--- config.mk ---
export PLATFORM = sky130hd
export DESIGN_NAME = priv_state_unit
export DESIGN_NICKNAME = d
export VERILOG_FILES = /design/src/rtl/priv_state_unit.sv
export SDC_FILE = /design/constraint.sdc
export NUM_CORES = 1
export LEC_CHECK = 0
export CAP_MARGIN = 20
export CORE_MARGIN = 1
export CORE_UTILIZATION = 42
export DETAILED_ROUTE_END_ITERATION = 8
export PLACE_DENSITY = 0.82
export SLEW_MARGIN = 20
export SYNTH_ARGS = -nofsm -noshare
export SYNTH_HDL_FRONTEND = slang
export SYNTH_SLANG_ARGS = --single-unit
--- constraint.sdc ---
create_clock -name clk -period 2.7 [get_ports clk]
set_clock_uncertainty 0.15 [all_clocks]
set_input_delay 0.54 -clock clk [delete_from_list [all_inputs] [get_ports clk]]
set_output_delay 0.54 -clock clk [all_outputs]
set_load 0.1 [all_outputs]
--- src/rtl/priv_state_unit.sv ---
module priv_state_unit (
  input  logic       clk,
  input  logic       rst_n,
  input  logic       trap_i,
  input  logic       mret_i,
  input  logic       sret_i,
  input  logic       wr_en_i,
  input  logic [1:0] wr_mpp_i,
  input  logic       wr_mpv_i,
  input  logic       wr_mprv_i,
  input  logic       wr_mie_i,
  input  logic       wr_mpie_i,
  input  logic       wr_spp_i,
  output logic [1:0] nom_priv_o,
  output logic       nom_virt_o,
  output logic [1:0] eff_priv_o,
  output logic       eff_virt_o,
  output logic [1:0] mpp_o,
  output logic       mpv_o,
  output logic       mprv_o,
  output logic       mie_o,
  output logic       mpie_o,
  output logic       spp_o
);
  localparam logic [1:0] LVL_U = 2'd0;
  localparam logic [1:0] LVL_M = 2'd3;

  logic [1:0] priv_q, mpp_q;
  logic virt_q, mpv_q, mprv_q, mie_q, mpie_q, spp_q;

  logic in_m, do_mret, do_sret, do_wr, mret_low;
  assign in_m     = (priv_q == LVL_M);
  assign do_mret  = mret_i && !trap_i;
  assign do_sret  = sret_i && !trap_i && !mret_i;
  assign do_wr    = wr_en_i && in_m && !trap_i && !mret_i && !sret_i;
  assign mret_low = (mpp_q != LVL_M);

  always_ff @(posedge clk) begin
    if (!rst_n) begin
      priv_q <= LVL_M;
      virt_q <= 1'b0;
      mpp_q  <= LVL_U;
      mpv_q  <= 1'b0;
      mprv_q <= 1'b0;
      mie_q  <= 1'b0;
      mpie_q <= 1'b0;
      spp_q  <= 1'b0;
    end else if (trap_i) begin
      mpp_q  <= priv_q;
      mpv_q  <= virt_q;
      mpie_q <= mie_q;
      mie_q  <= 1'b0;
      priv_q <= LVL_M;
      virt_q <= 1'b0;
    end else if (do_mret) begin
      priv_q <= mpp_q;
      virt_q <= mret_low && mpv_q;
      mpp_q  <= LVL_U;
      mie_q  <= mpie_q;
      mpie_q <= 1'b1;
      mpv_q  <= 1'b0;
      if (mret_low) mprv_q <= 1'b0;
    end else if (do_sret) begin
      priv_q <= {1'b0, spp_q};
      spp_q  <= 1'b0;
      mprv_q <= 1'b0;
    end else if (do_wr) begin
      mpp_q  <= (wr_mpp_i == 2'd2) ? LVL_U : wr_mpp_i;
      mpv_q  <= wr_mpv_i;
      mprv_q <= wr_mprv_i;
      mie_q  <= wr_mie_i;
      mpie_q <= wr_mpie_i;
      spp_q  <= wr_spp_i;
    end
  end

  assign nom_priv_o = priv_q;
  assign nom_virt_o = virt_q;
  assign eff_priv_o = mprv_q ? mpp_q : priv_q;
  assign eff_virt_o = mprv_q ? mpv_q : virt_q;
  assign mpp_o  = mpp_q;
  assign mpv_o  = mpv_q;
  assign mprv_o = mprv_q;
  assign mie_o  = mie_q;
  assign mpie_o = mpie_q;
  assign spp_o  = spp_q;

  a_r2_trap_enters_m: assert property (@(posedge clk) disable iff (!rst_n)
    trap_i |=> (nom_priv_o == 2'd3) && !nom_virt_o);
  a_r2_trap_saves_level: assert property (@(posedge clk) disable iff (!rst_n)
    trap_i |=> (mpp_o == $past(nom_priv_o)) && (mpv_o == $past(nom_virt_o)));
  a_r7_handler_mprv: assert property (@(posedge clk) disable iff (!rst_n)
    trap_i |=> (!mprv_o || mpp_o == 2'd3));
  a_r7_low_no_mprv: assert property (@(posedge clk) disable iff (!rst_n)
    (nom_priv_o != 2'd3) |-> !mprv_o);
  a_r4_mret_low_clears: assert property (@(posedge clk) disable iff (!rst_n)
    (mret_i && !trap_i && mpp_o != 2'd3) |=> !mprv_o && (nom_priv_o != 2'd3));
  a_r6_low_write_ignored: assert property (@(posedge clk) disable iff (!rst_n)
    (wr_en_i && nom_priv_o != 2'd3 && !trap_i && !mret_i && !sret_i)
      |=> $stable(mpp_o) && $stable(mie_o) && $stable(mprv_o));
  a_r6_no_reserved_mpp: assert property (@(posedge clk) disable iff (!rst_n)
    mpp_o != 2'd2);
endmodule

# After elaboration in Yosys (flattened, before gate mapping)
# Index checks and enable logic that the tools add are counted.
# Widths: inputs -> output; s select.
# op_classes
n_eq_ne,6
n_bitwise,3
mux,26
n_reduce_logical,21
# ops
op,count
$mux 1,18
$mux 2,8
$logic_and 1x1->1,8
$reduce_and 3->1,2
$reduce_bool 2->1,3
$reduce_bool 3->1,2
$eq 2x2->1 const B,2
$ne 2x2->1 const B,2
$reduce_and 2->1,2
$logic_not 1->1,3
$ne 3x3->1 const B,1
$not 1->1,3
$ne 2x1->1 const B,1
$reduce_or 2->1,1
# word_totals
wordCells,64
register_bits,10
in_bits,13
output_inout_bits,13

# Longest topological paths before layout
# depth
ltp_word,9
depth_mapped,4
depth_no_buf,3

# Worst setup path before layout
# OpenSTA, ideal clock, no wires.
# synth_timing
path_type,reg-to-output
start,"register priv_q[1], in the netlist nom_priv_o[1]"
end,output port eff_priv_o[1]
path_buffers,0
required_time_ns,2.010
stages_incl_launch_ff,2
path_slack_ns,0.140
arrival_time_ns,1.870
cell_sequence,dfxtp_1 mux2_1
# synth_via
elab_chain_len,1
# synth_lines
item,line,source
start: declaration,28,"logic [1:0] priv_q, mpp_q;"
start signal: assignment,56,priv_q <= mpp_q;
start signal: assignment,64,"priv_q <= {1'b0, spp_q};"
$mux 2,79,assign eff_priv_o = mprv_q ? mpp_q : priv_q;
end: declaration,16,"output logic [1:0] eff_priv_o,"
# No other way between the ends.

# Worst setup path after layout
# layout_timing
start,"register mprv_q, in the netlist mprv_o"
end,output port eff_priv_o[0]
# layout_via
elab_chain_len,1
# layout_lines
item,line,source
start: declaration,29,"logic virt_q, mpv_q, mprv_q, mie_q, mpie_q, spp_q;"
start signal: assignment,70,mprv_q <= wr_mprv_i;
$mux 2,79,
# No other way between the ends.

==> reports/summary.txt <==
CP startpoint: mprv_o
Total GRT Usage: 23.8%
clk sinks: 10
Hold Crit Class: reg -> reg
Critical Path Source Type: register
global-route wire length before repair: 2.45 mm
GR met3 Demand/Resource: 3.49%
max-cap violation count: 0
htree depth: 1
IR drop worst, VDD: 399 µV
setup_tns: 0 ns
Leak: 0.310 nW
CP endpoint: eff_priv_o[0]
clk buf depth: 2
RR Endpoint: mie_o
Compound-Gate Fraction of Synth Area: 26.4%
Fmax: 0.508 GHz
cells resized by post-CTS repair: 0
I/O pin count: 26
Worst EP required: 2.01 ns
post-synthesis mux area share: 6.04%
Synth Area in XOR/XNOR: 0%
Tot Pwr: 443 µW
CTS tree: done
met1 Usage GRT: 30.2%
DR iter-0 viols: 18
drt total wl: 1.52 mm
total number of vias: 617
Adder-Cell Fraction of Synth Area: 0%
initial antenna violation count: 0
Commonest cells post-synth: 10 x dfxtp_1, 5 x a21oi_1, 5 x nand4_1, 4 x o21ai_1
Post-DRT Antenna Nets: 0
worst reg2reg path startpoint: nom_priv_o[0]
die span in x: 38.5 µm
most common cell in the netlist: dfxtp_1
IO buf count: 25
worst slew pin tran: 0.506 ns
max_slew headroom: 66.1%
Seq/Total Area, Yosys: 35.8%
FFs w/ async S/R, synth: 0%
row count: 12
Nets: 102
clock latency on the worst-skew pair: 0.28 ns
worst r2r path cells: 3
Netlist cell types: 31
Mapped Avg Cell Area: 9.17 µm²
#FFs+latches synth: 10
CP arrival: 1.28 ns
Period minus WS final: 1.97 ns
met2 usage: 40.4%
RSZ-0062 raised after global routing: false
area delta synth->final: 46.3%
Root Buffer: clkbuf_4
R2R Setup Slk: 1.25 ns
leading area contributor after synthesis: dfxtp_1
Reg clk slew, reported paths: 0.08 ns
DR vias/cell: 6.05
share of layout cells above drive strength 1: 28.4%
PwrDens: 541 nW/µm²
number of buffers created by CTS: 3
Post-CTS Setup Repair Bufs: 0
post-synth top area share: 35.8%
Final HPWL DP: 1.12 mm
Slew Limit Fails: 0
crit path kind: reg -> out
fin crit share: 72.8%
EDFF count, synth: 0
Util after Layout: 69.9%
Synth Flop Type: dfxtp_1
initial core utilization: 47.8%
hold_buf cts: 0
post-synthesis instance area: 559 µm²
fin area: 818 µm²
CP endpoint kind: output port
largest net degree at the start of global routing: 15
Hold Violations, Final: 0
post-detailed-route DRC marker count: 0
vias in the first global route: 562
ant diodes: 0
Placer Congestion: 0.820
Pre-antenna DRT Iters: 4
largest family of logic cells by synthesized area: simple AND/OR/NAND/NOR gates
global routing's busiest layer: met2
die area: 1480 µm²
Syn Nets: 74
WL per Instance: 14.9 µm
status: finished, final reports clean
Die H: 38.5 µm
Overflow after GRT: 0
Synth area leaders: dfxtp_1 36%, mux2_1 6.0%, nand4_1 5.6%
Cell Area, Placed: 782 µm²
Yosys warning total: 0
Synth Area in Simple Gates: 27.5%
final hold slack: 0.352 ns
Setup violations, final: 0
Core ar.: 1170 µm²
Cells after Synth: 61
critical path peak fanout: 5
## layout make-up
type	instances	area [µm²]
Clock buffer	4	36.3
Inverter	3	11.3
Fill cell	119	353
Timing Repair Buffer	25	218
Tap cell	14	17.5
Sequential cell	10	200
Multi-Input combinational cell	46	335
## sequential cells by signal, summed over array words and instances, names as in the netlist
register and flops:
mie_o 1, mpie_o 1, mpp_o 2, mprv_o 1
mpv_o 1, nom_priv_o 2, nom_virt_o 1, spp_o 1
## how the worst min path moves through the flow
stage                     startpoint          to  slack, ns  depth (start not counted)
final                     nom_virt_o  nom_virt_o       0.35                          2
after global routing          mpie_o      mpie_o       0.37                          2
after CTS                     mpie_o      mpie_o       0.35                          2
after detailed placement      mpie_o      mpie_o       0.34                          2
after global placement        mpie_o      mpie_o       0.33                          2
after floorplan                rst_n  nom_virt_o       0.54                          2
## power by group
part	leakage (nW)	internal, mW	switching [mW]	total [mW]
clock network	0.0210	0.0820	0.0583	0.140
logic	0.207	0.0427	0.0946	0.137
registers	0.0819	0.154	0.0107	0.165
total	0.310	0.279	0.164	0.443
## cell usage in the layout, fill, tap and decap left out, types with 2 or more instances in the layout
| master | n |
|---|---|
| buf_4 | 13 |
| clkdlybuf4s50_1 | 12 |
| dfxtp_1 | 10 |
| a21oi_1 | 5 |
| nand4_1 | 5 |
| o21ai_1 | 4 |
| mux2_1 | 3 |
| inv_1 | 3 |
| o31ai_1 | 3 |
| clkbuf_4 | 3 |
| nor2_2 | 2 |
| nand3_1 | 2 |
| nand2_1 | 2 |
| nor3_1 | 2 |
## per-stage QoR
stage	worst slack (ns)	instances
after floorplan	0.140	61
after global placement	0.589	98
after detailed placement	0.523	98
after CTS	0.723	102
after global routing	0.682	102
final	0.733	102
## cells by family after synthesis
logic type	Yosys count
buffers and inverters	5
AND/OR/NAND/NOR	22
AO/OA/AOI/OAI	21
flip-flops	10
multiplexers	3
## layer usage
metal,wire (µm),part of all wire (%)
met1,726,48
met2,692,46
met3,76,5.0
met4,23,1.5
met5,0,0
## critical path, cell delays in order, from the launching register on
cell and delay [ns]:
dfxtp_1 0.42, mux2_1 0.34, buf_4 0.23
Power figures use the tool's default switching activity.
